--- src/rtl/pwr_seq_pkg.sv ---
package pwr_seq_pkg;

    typedef enum logic [1:0] {
        LK_LOCKED = 2'd0,
        LK_HALF   = 2'd1,
        LK_OPEN   = 2'd2
    } lock_e;

    typedef enum logic [1:0] {
        EX_IDLE = 2'd0,
        EX_RUN  = 2'd1,
        EX_WAIT = 2'd2
    } exec_e;

    localparam int NUM_TRIG    = 4;
    localparam int TRIG_SLEEP  = 0;
    localparam int TRIG_WAKE12 = 1;
    localparam int TRIG_WAKE3  = 2;
    localparam int TRIG_WARM   = 3;

    localparam int NUM_GRP = 3;

    localparam logic [3:0] RA_KEY    = 4'd0;
    localparam logic [3:0] RA_MADDR  = 4'd1;
    localparam logic [3:0] RA_MDATA  = 4'd2;
    localparam logic [3:0] RA_PTR_SL = 4'd3;
    localparam logic [3:0] RA_PTR_W12 = 4'd4;
    localparam logic [3:0] RA_PTR_W3 = 4'd5;
    localparam logic [3:0] RA_PTR_WR = 4'd6;
    localparam logic [3:0] RA_EVT_G1 = 4'd7;
    localparam logic [3:0] RA_EVT_G2 = 4'd8;
    localparam logic [3:0] RA_EVT_G3 = 4'd9;

    localparam logic [7:0] KEY_FIRST  = 8'hC0;
    localparam logic [7:0] KEY_SECOND = 8'h0C;

    localparam int EVT_WARM_BIT = 4;
    localparam int EVT_LVL_BIT  = 3;

    localparam int BYTE_W = 8;

endpackage

--- src/rtl/pseq_cfg.sv ---
module pseq_cfg
    import pwr_seq_pkg::*;
#(
    parameter int IDX_W = 6
) (
    input  logic                               clk,
    input  logic                               rst_n,
    input  logic                               wr,
    input  logic [3:0]                         addr,
    input  logic [BYTE_W-1:0]                  wdata,
    input  logic [IDX_W-1:0]                   rd_idx,
    output logic [2*BYTE_W-1:0]                rd_msg,
    output logic [BYTE_W-1:0]                  rd_dly,
    output logic [BYTE_W-1:0]                  rd_nxt,
    output logic [NUM_TRIG-1:0][IDX_W-1:0]     start_ptr,
    output logic                               warm_en,
    output logic                               lvl_wake12,
    output logic                               lvl_wake3,
    output logic                               open
);
    localparam int BA_W   = IDX_W + 2;
    localparam int NBYTES = 1 << BA_W;

    typedef struct packed {
        lock_e                           lock;
        logic [BA_W-1:0]                 maddr;
        logic [NUM_TRIG-1:0][IDX_W-1:0]  ptr;
        logic [NUM_GRP-1:0]              warm;
        logic [NUM_GRP-1:0]              lvl;
    } cfg_s;

    cfg_s q, d;
    logic mem_we;
    logic [BYTE_W-1:0] mem [NBYTES];

    always_comb begin
        d      = q;
        mem_we = 1'b0;
        if (wr) begin
            unique case (addr)
                RA_KEY: begin
                    unique case (q.lock)
                        LK_LOCKED: d.lock = (wdata == KEY_FIRST)  ? LK_HALF : LK_LOCKED;
                        LK_HALF:   d.lock = (wdata == KEY_SECOND) ? LK_OPEN : LK_LOCKED;
                        default:   d.lock = LK_LOCKED;
                    endcase
                end
                RA_MADDR:   if (q.lock == LK_OPEN) d.maddr = wdata[BA_W-1:0];
                RA_MDATA:   mem_we = (q.lock == LK_OPEN);
                RA_PTR_SL:  if (q.lock == LK_OPEN) d.ptr[TRIG_SLEEP]  = wdata[IDX_W-1:0];
                RA_PTR_W12: if (q.lock == LK_OPEN) d.ptr[TRIG_WAKE12] = wdata[IDX_W-1:0];
                RA_PTR_W3:  if (q.lock == LK_OPEN) d.ptr[TRIG_WAKE3]  = wdata[IDX_W-1:0];
                RA_PTR_WR:  if (q.lock == LK_OPEN) d.ptr[TRIG_WARM]   = wdata[IDX_W-1:0];
                RA_EVT_G1, RA_EVT_G2, RA_EVT_G3: begin
                    if (q.lock == LK_OPEN) begin
                        d.warm[addr - RA_EVT_G1] = wdata[EVT_WARM_BIT];
                        d.lvl[addr - RA_EVT_G1]  = wdata[EVT_LVL_BIT];
                    end
                end
                default: ;
            endcase
        end
    end

    always_ff @(posedge clk or negedge rst_n) begin
        if (!rst_n) begin
            q <= '{lock: LK_LOCKED, maddr: '0, ptr: '0, warm: '0, lvl: '0};
        end else begin
            q <= d;
        end
    end

    always_ff @(posedge clk or negedge rst_n) begin
        if (!rst_n) begin
            for (int i = 0; i < NBYTES; i++) mem[i] <= '1;
        end else if (mem_we) begin
            mem[q.maddr] <= wdata;
        end
    end

    logic [BYTE_W-1:0] rd_bytes [4];
    for (genvar b = 0; b < 4; b++) begin : g_rd
        assign rd_bytes[b] = mem[{rd_idx, 2'(b)}];
    end

    assign rd_msg     = {rd_bytes[0], rd_bytes[1]};
    assign rd_dly     = rd_bytes[2];
    assign rd_nxt     = rd_bytes[3];
    assign start_ptr  = q.ptr;
    assign warm_en    = |q.warm;
    assign lvl_wake12 = q.lvl[0] | q.lvl[1];
    assign lvl_wake3  = q.lvl[2];
    assign open       = (q.lock == LK_OPEN);

endmodule

--- src/rtl/pseq_arb.sv ---
module pseq_arb
    import pwr_seq_pkg::*;
(
    input  logic                 clk,
    input  logic                 rst_n,
    input  logic [NUM_TRIG-1:0]  trig_in,
    input  logic                 warm_en,
    input  logic                 lvl_wake12,
    input  logic                 lvl_wake3,
    input  logic                 idle,
    output logic                 start,
    output logic [1:0]           sel
);
    typedef struct packed {
        logic [NUM_TRIG-1:0] prev;
        logic [NUM_TRIG-1:0] pend;
    } arb_s;

    arb_s q, d;
    logic [NUM_TRIG-1:0] rise, ev, clr;
    logic [NUM_TRIG-1:0] level_mode;

    assign level_mode = {1'b0, lvl_wake3, lvl_wake12, 1'b0};

    for (genvar t = 0; t < NUM_TRIG; t++) begin : g_ev
        assign rise[t] = trig_in[t] & ~q.prev[t];
        if (t == TRIG_WARM) begin : g_warm
            assign ev[t] = rise[t] & warm_en;
        end else begin : g_other
            assign ev[t] = level_mode[t] ? trig_in[t] : rise[t];
        end
    end

    always_comb begin
        d     = q;
        start = idle & (|q.pend);
        sel   = 2'(TRIG_WAKE3);
        if (q.pend[TRIG_WARM])        sel = 2'(TRIG_WARM);
        else if (q.pend[TRIG_SLEEP])  sel = 2'(TRIG_SLEEP);
        else if (q.pend[TRIG_WAKE12]) sel = 2'(TRIG_WAKE12);
        clr = start ? (NUM_TRIG'(1) << sel) : '0;
        d.pend = (q.pend & ~clr) | ev;
        d.prev = trig_in;
    end

    always_ff @(posedge clk or negedge rst_n) begin
        if (!rst_n) q <= '0;
        else        q <= d;
    end

endmodule

--- src/rtl/pseq_exec.sv ---
module pseq_exec
    import pwr_seq_pkg::*;
#(
    parameter int IDX_W = 6
) (
    input  logic                 clk,
    input  logic                 rst_n,
    input  logic                 start,
    input  logic [IDX_W-1:0]     start_idx,
    input  logic                 tick,
    input  logic [2*BYTE_W-1:0]  rd_msg,
    input  logic [BYTE_W-1:0]    rd_dly,
    input  logic [BYTE_W-1:0]    rd_nxt,
    output logic [IDX_W-1:0]     rd_idx,
    output logic                 msg_valid,
    output logic [2*BYTE_W-1:0]  msg_data,
    output logic                 busy,
    output logic                 idle
);
    localparam logic [BYTE_W-1:0] END_IDX = BYTE_W'((1 << IDX_W) - 1);

    typedef struct packed {
        exec_e                st;
        logic [IDX_W-1:0]     pc;
        logic [BYTE_W-1:0]    cnt;
        logic [BYTE_W-1:0]    nxt;
        logic                 valid;
        logic [2*BYTE_W-1:0]  msg;
        logic                 busy;
    } exec_s;

    exec_s q, d;

    always_comb begin
        d       = q;
        d.valid = 1'b0;
        unique case (q.st)
            EX_IDLE: begin
                if (start) begin
                    d.st = EX_RUN;
                    d.pc = start_idx;
                end
            end
            EX_RUN: begin
                d.valid = 1'b1;
                d.msg   = rd_msg;
                if (rd_dly == '0) begin
                    if (rd_nxt >= END_IDX) d.st = EX_IDLE;
                    else                   d.pc = rd_nxt[IDX_W-1:0];
                end else begin
                    d.st  = EX_WAIT;
                    d.cnt = rd_dly;
                    d.nxt = rd_nxt;
                end
            end
            EX_WAIT: begin
                if (tick) begin
                    if (q.cnt == BYTE_W'(1)) begin
                        if (q.nxt >= END_IDX) begin
                            d.st = EX_IDLE;
                        end else begin
                            d.st = EX_RUN;
                            d.pc = q.nxt[IDX_W-1:0];
                        end
                    end else begin
                        d.cnt = q.cnt - BYTE_W'(1);
                    end
                end
            end
            default: d.st = EX_IDLE;
        endcase
        d.busy = (d.st != EX_IDLE) | d.valid;
    end

    always_ff @(posedge clk or negedge rst_n) begin
        if (!rst_n) q <= '{st: EX_IDLE, pc: '0, cnt: '0, nxt: '0, valid: 1'b0, msg: '0, busy: 1'b0};
        else        q <= d;
    end

    assign rd_idx    = q.pc;
    assign msg_valid = q.valid;
    assign msg_data  = q.msg;
    assign busy      = q.busy;
    assign idle      = (q.st == EX_IDLE);

endmodule

--- src/rtl/pwr_seq_engine.sv ---
module pwr_seq_engine
    import pwr_seq_pkg::*;
#(
    parameter int IDX_W = 6
) (
    input  logic        clk,
    input  logic        rst_n,
    input  logic        cfg_wr,
    input  logic [3:0]  cfg_addr,
    input  logic [7:0]  cfg_wdata,
    input  logic        tick,
    input  logic        trig_sleep,
    input  logic        trig_wake12,
    input  logic        trig_wake3,
    input  logic        trig_warm,
    output logic        msg_valid,
    output logic [15:0] msg_data,
    output logic        busy
);
    logic [IDX_W-1:0]               rd_idx;
    logic [2*BYTE_W-1:0]            rd_msg;
    logic [BYTE_W-1:0]              rd_dly, rd_nxt;
    logic [NUM_TRIG-1:0][IDX_W-1:0] start_ptr;
    logic                           warm_en, lvl_wake12, lvl_wake3, cfg_open;
    logic                           arb_start, exec_idle;
    logic [1:0]                     arb_sel;
    logic [NUM_TRIG-1:0]            trig_vec;

    assign trig_vec = {trig_warm, trig_wake3, trig_wake12, trig_sleep};

    pseq_cfg #(.IDX_W(IDX_W)) u_cfg (
        .clk(clk), .rst_n(rst_n), .wr(cfg_wr), .addr(cfg_addr), .wdata(cfg_wdata),
        .rd_idx(rd_idx), .rd_msg(rd_msg), .rd_dly(rd_dly), .rd_nxt(rd_nxt),
        .start_ptr(start_ptr), .warm_en(warm_en), .lvl_wake12(lvl_wake12),
        .lvl_wake3(lvl_wake3), .open(cfg_open)
    );

    pseq_arb u_arb (
        .clk(clk), .rst_n(rst_n), .trig_in(trig_vec), .warm_en(warm_en),
        .lvl_wake12(lvl_wake12), .lvl_wake3(lvl_wake3), .idle(exec_idle),
        .start(arb_start), .sel(arb_sel)
    );

    pseq_exec #(.IDX_W(IDX_W)) u_exec (
        .clk(clk), .rst_n(rst_n), .start(arb_start), .start_idx(start_ptr[arb_sel]),
        .tick(tick), .rd_msg(rd_msg), .rd_dly(rd_dly), .rd_nxt(rd_nxt),
        .rd_idx(rd_idx), .msg_valid(msg_valid), .msg_data(msg_data),
        .busy(busy), .idle(exec_idle)
    );

endmodule

--- config.mk ---
export PLATFORM = sky130hd
export DESIGN_NAME = pwr_seq_engine
export DESIGN_NICKNAME = d
export VERILOG_FILES = /design/src/rtl/pwr_seq_pkg.sv /design/src/rtl/pseq_cfg.sv /design/src/rtl/pseq_arb.sv /design/src/rtl/pseq_exec.sv /design/src/rtl/pwr_seq_engine.sv
export SDC_FILE = /design/constraint.sdc
export NUM_CORES = 2
export LEC_CHECK = 0
export ABC_AREA = 0
export BUFFER_PORTS_ARGS = -buffer_cell sky130_fd_sc_hd__buf_2
export CAP_MARGIN = 20
export CORE_MARGIN = 2
export CORE_UTILIZATION = 28
export CTS_CLUSTER_DIAMETER = 60
export DETAILED_ROUTE_END_ITERATION = 7
export GPL_ROUTABILITY_DRIVEN = 0
export GPL_TIMING_DRIVEN = 0
export MAX_ROUTING_LAYER = met4
export PLACE_DENSITY = 0.39
export SLEW_MARGIN = 20
export SYNTH_ARGS = -nofsm -noshare
export SYNTH_HDL_FRONTEND = slang
export SYNTH_SLANG_ARGS = --single-unit
--- constraint.sdc ---
create_clock -name clk -period 4.77 [get_ports clk]
set_clock_uncertainty 0.15 [all_clocks]
set_input_delay 0.954 -clock clk [delete_from_list [all_inputs] [get_ports clk]]
set_output_delay 0.954 -clock clk [all_outputs]
set_load 0.02 [all_outputs]
## Word-level counts from Yosys, hierarchy flattened

Cells that the tools add are included.

| cells by class | value |
|---|---|
| $add $sub $neg | 2 |
| $lt $le $gt $ge | 11 |
| equality and inequality tests | 24 |
| shift-type cells | 1 |
| muxes and demuxes | 47 |
| bitwise logic cells | 21 |
| reductions and logical operators | 22 |

Operators with widths:

| cell | count |
|---|---|
| $bwmux 2048 | 1 |
| $bmux 8 s8 | 4 |
| $mux 8 | 12 |
| $demux 8 s8 | 1 |
| $ge 9x9->1 const B | 5 |
| $not 8->9 | 5 |
| $mux 16 | 2 |
| $mux 6 | 4 |
| $pmux 6 s3 | 1 |
| $reduce_and 3->1 | 6 |
| $mux 17 | 1 |
| $eq 4x3->1 const B | 4 |
| $ge 8x6->1 const B | 2 |
| $pmux 8 s2 | 1 |
| $bmux 6 s2 | 1 |
| $mux 2 | 6 |
| $ne 2x2->1 const B | 6 |
| $lt 9x1->1 const B | 1 |
| $eq 4x2->1 const B | 2 |
| $eq 4x4->1 const B | 2 |
| $eq 8x1->1 const B | 1 |
| $eq 8x4->1 const B | 1 |
| $eq 8x8->1 const B | 1 |
| $logic_not 8->1 | 1 |
| 32 further kinds | 57 |

| storage, ports and cells | value |
|---|---|
| bits in registers | 2138 |
| bits of input ports | 20 |
| output and inout port bits | 18 |
| word-level logic and storage cells | 401 |

## Depth between registers and ports, before layout

| depth | value |
|---|---|
| depth in word-level cells | 10 |
| gate-level depth with buffers | 14 |
| gate-level depth less buffers | 8 |

## Cells and area by module

Synthesis repeated with hierarchy kept, for this count alone.

| second synthesis, totals | value |
|---|---|
| cells, all modules | 6291 |
| area total of the unflattened synthesis | 100960.6 um^2 |

Modules (own cells, without submodules):

| module | instances | cells each | area an instance (um^2) | sequential area each (um^2) |
|---|---|---|---|---|
| pseq_cfg | 1 | 6044 | 98261.7 | 54812.6 |
| pseq_exec | 1 | 216 | 2245.9 | 1051.0 |
| pseq_arb | 1 | 24 | 306.5 | 200.2 |
| pwr_seq_engine | 1 | 7 | 146.4 | 0.0 |

## Least setup slack after synthesis

OpenSTA, ideal clock, no wires.

| timing | value |
|---|---|
| path kind | reg2reg |
| start point | reg u_exec.q (netlist bit u_exec.rd_idx[0]) |
| end point | reg u_exec.q (netlist bit u_exec.msg_data[13]) |
| setup time | 0.125 ns |
| arrival time | 3.373 ns |
| data required time | 4.495 ns |
| path slack | 1.122 ns |
| stages on the path, launching flop included | 10 |
| buffers on the path | 5 |
| clock period less this slack | 3.648 ns |
| path through | dfrtp_1 buf_4 buf_4 buf_4 buf_4 buf_1 mux4_2 mux4_2 mux4_2 mux2_2 |

| on the way | value |
|---|---|
| word-level cells in the longest chain between the ends | 4 |

Ends and longest elaborated chain:

| what | line | RTL |
|---|---|---|
| start: declaration | pseq_exec.sv:32 | `exec_s q, d;` |
| start signal: assignment | pseq_exec.sv:76 | `if (!rst_n) q <= '{st: EX_IDLE, pc: '0, cnt: '0, nxt: '0, valid: 1'b0, msg: '0, busy: 1'b0};` |
| $not 8->9 (implied by the code) | pseq_cfg.sv:83 | `assign rd_bytes[b] = mem[{rd_idx, 2'(b)}];` |
| $bmux 8 s8 | pseq_cfg.sv:83 |  |
| $mux 8 (implied by the code) (2 in a row) | pseq_cfg.sv:83 |  |

No other way between the ends. The select of a mux whose other input is x is not followed.
A chain may end at the register's enable or synchronous reset.

## Final worst setup path

| timing | value |
|---|---|
| start point | reg u_exec.q (netlist bit u_exec.rd_idx[0]) |
| end point | reg u_exec.q[26] (netlist bit) |

| on the way | value |
|---|---|
| word-level cells in the longest chain between the ends | 7 |
| elaborated cells on any way between the ends | 9 |
| classes of those cells | eq/ne (1); mux (5); bitwise (1); reduce/logical (2) |

Ends and longest elaborated chain:

| what | line | RTL |
|---|---|---|
| $not 8->9 (implied by the code) (*) | pseq_cfg.sv:83 |  |
| $bmux 8 s8 (*) | pseq_cfg.sv:83 |  |
| $mux 8 (implied by the code) (*) (2 in a row) | pseq_cfg.sv:83 |  |
| $logic_not 8->1 | pseq_exec.sv:47 | `if (rd_dly == '0) begin` |
| $ne 2x2->1 (no source line) | -- |  |
| $reduce_and 4->1 (no source line) | -- |  |

Every way passes the cells marked *; elsewhere a longest branch is shown, timed or not. The select of a mux whose other input is x is not followed.

==> metrics.cfg <==
[finish]
drive_gt1_frac = 0.815
instances_no_fill = 11576
fin_nets = 6614
multi_input_comb_area_mm2 = 0.0421
finish.instance_area_mm2 = 0.118
area_growth_pct = 17.8
regArea_mm2 = 0.0561
fill_cells = 34581
utilization = 0.331

[setup_path]
reg2reg_depth = 14
cp_top_family = buffers and inverters
crit_arrival_ns = 5.45
regToRegStartpoint = u_exec.rd_idx[0]$_DFFE_PN0P_
worstPathRequired_ns = 5.41
cp_slowest_cell = a21oi_1
critPathMaxStageDelay_ns = 0.47
critical_path.startpoint_type = register
worstPathMaxFanout = 10
worst-path-buf-inv = 7
endpoint_kind = register
path_common_cell = buf_6
reg2reg_to = u_exec.q[26]$_DFFE_PN0P_
crit_cells = 14
ff2ff_setup_slack_ns = -0.03
worstPathCellList = buf_4 -> buf_12 -> buf_12 -> buf_6 -> buf_6 -> buf_6 -> nand2_1 -> a21oi_1 -> a31oi_2 -> nand4_1 -> nor4b_4 -> buf_4 -> a31oi_1 -> mux2_2
critPathKind = register to register

[synthesis]
async_flop_share = 1.00
syn_inst = 6204
synth_edf_count = 0
syn_area_mm2 = 0.100
ys_seq_area_frac = 0.561
yosysMostFrequentCell = mux2_2
yosys_warnings = 0
synth_fp_nets = 6230
avgSynthCellArea_um2 = 16.1
yosysUniqueCellTypes = 73
synth_top_area_cell = dfstp_2
synth_top_area_frac = 0.538
synth_commonest_cells = mux2_2 (2,117), dfstp_2 (2,048), mux4_2 (569)
yosys-top-cells-area = dfstp_2 (54%), mux2_2 (24%), mux4_2 (13%)
ys_ff_latch = 2138
synth_top_flop_cell = dfstp_2

[cts]
cts.reportedPaths.clkPinSlew_ns = 0.06
insertion_delay_ns = 0.93
htree_num_levels = 5
cts-root-buf = clkbuf_16
clockBufferDepth = 4
numCtsBuffers = 277
cts_tree = built
clock_sinks = 2138

[detailed_routing]
drcViolationCount = 9
ant_nets = 0
drt_iter0_drc = 4900
dr.pass1.iters = 8
wirelength_mm = 435
routed_via_density = 5.26
vias = 60939
wl_per_cell_um = 37.6

[die]
core_mm2 = 0.356
die_h_um = 602
start_util = 0.281
die_w_um = 602
num_rows = 219
dieArea_mm2 = 0.362
io_pins = 38

[sta]
report.final.slew_viol_count = 0
finalSetupTns_ns = -0.0841
setup_viol = 4
setup_slack_ns = -0.0334
max_freq_ghz = 0.208
whs_ns = 0.102
rsz0062_at_grt = no
min_period_ns = 4.80
hold_viol = 0
timing.final.crit_share = 1.01
max_slew.worst_pin.slew_ns = 1.31
maxSlewHeadroom = 0.126

[run_status]
violations = design-rule violations, negative setup slack
status = finished with violations

[global_route]
grt_max_degree = 141
grt_pass1_vias = 63338
grt_use_total = 0.245
grt_antenna_before_repair = 55
grt_pass1_wl_mm = 585
overflow = 0

[power]
vdd_drop_max_uv = 240
power_leakage_nw = 45.8
finalPower_mw = 40.5
p_per_area_mw_per_mm2 = 344

[placement]
post-dp-hpwl_mm = 313
port_buffers = 31
post-place-ws_ns = -1.77
placedCellCount = 11048
placed_area_mm2 = 0.108

[worst_hold_path]
hp-class = input pin to register
holdPathStages = 1
hp-start = trig_warm
min_to = u_arb.q[7]$_DFF_PN0_

[run]
cap_violations = 0

==> how the worst max path moves through the flow <==
stage / startpoint / end / slack, ns
2_1_floorplan: u_exec.rd_idx[0]$_DFFE_PN0P_ / u_exec.msg_data[13]$_DFFE_PN0P_ / 1.12
3_3_place_gp: rst_n / u_cfg.start_ptr[7]$_DFFE_PN0P_ / -45.96
3_5_place_dp: u_exec.rd_idx[1]$_DFFE_PN0P_ / u_exec.msg_data[7]$_DFFE_PN0P_ / -1.77
4_1_cts: u_exec.rd_idx[0]$_DFFE_PN0P_ / u_exec.msg_data[3]$_DFFE_PN0P_ / 0.004
5_1_grt: u_exec.rd_idx[0]$_DFFE_PN0P_ / u_exec.q[40]$_DFF_PN0_ / 0.006
6_report: u_exec.rd_idx[0]$_DFFE_PN0P_ / u_exec.q[26]$_DFFE_PN0P_ / -0.03
==> flip-flops by register name, summed over array words and instances, names as in the netlist <==
name	count
u_cfg.lvl_wake3	1
u_cfg.q	15
u_cfg.mem	2048
u_exec.msg_valid	1
u_exec.busy	1
u_cfg.start_ptr	24
u_exec.rd_idx	6
u_exec.q	18
u_exec.msg_data	16
u_arb.q	8
==> metal layers <==
metal | up-vias | track usage | wire, um
met1 | 34288 | 0.331 | 196000
met3 | 639 | 0.0340 | 20500
met2 | 1848 | 0.375 | 200000
met4 | 0 | 0.0869 | 18400
li1 | 24164 | - | -
met5 | - | - | 0
==> cell usage in the layout, fill, tap and decap left out, types with 9 or more instances in the layout <==
cell       synthesis  final
nor3_1            21     11
mux4_2           569    569
clkbuf_2           0     68
a22oi_1           55     54
dfstp_2         2048   2048
clkinv_2           0     28
or4_1             10     10
buf_2             61     40
nand3_1           33     33
diode_2            0     35
dfrtp_1           90     90
buf_4             46     51
clkbuf_4           0     15
nor2_2             0     20
a21oi_1           31     31
mux2i_1           90     88
a221oi_1          14     12
clkinv_4           0      9
o21ai_0           23     21
clkbuf_1         332    309
nor3_2             0     10
inv_1             15     15
buf_6             10     44
buf_16             0     38
a31oi_1           17     16
inv_6              0     13
clkbuf_8           0     60
bufinv_16          0     13
clkbuf_16          0    284
nand2_1          238    238
nand4_1           13     13
nor2b_1           18     17
buf_8              0     25
nand2b_1          17     16
mux2_2          2117   2117
o22ai_1           12     12
nor2_1           184    161
buf_12             0     28
==> power by group <==
part / internal (mW) / switching (mW)
clock network: 12.6 / 8.62
registers: 18.2 / 0.000938
logic: 0.116 / 0.986
total: 30.9 / 9.61
==> kinds of logic after synthesis <==
kind of cell | count (synthesis) | synth area share
AOI/OAI and AO/OA | 220 | 0.0157
adders and majority gates | 6 | 0.000751
buffers and inverters | 482 | 0.0213
DFF | 2138 | 0.561
muxes | 2776 | 0.376
and+or+nand+nor | 582 | 0.0259
==> final cells by class <==
class	instances	share of cell area
antenna	35	0.000744
buffer	462	0.0241
clock buffer	403	0.0691
clock inverter	78	0.00761
inverter	19	0.000606
multi-input combinational	3585	0.357
sequential	2138	0.476
tap	4751	0.0505
timing repair buffer	105	0.0144
==> what timing repair did <==
| action | in CTS | in global routing |
|---|---|---|
| hold buffers | 3 | 0 |
| cloned | 1 | 0 |
| pin swaps | 3 | 2 |
| buffers inserted | 5 | 2 |
| gates resized for setup | 213 | 25 |
| setup endpoints to repair | 40 | 18 |
| endpoints found under the hold margin | 3 | 0 |
Power figures use the tool's default switching activity.
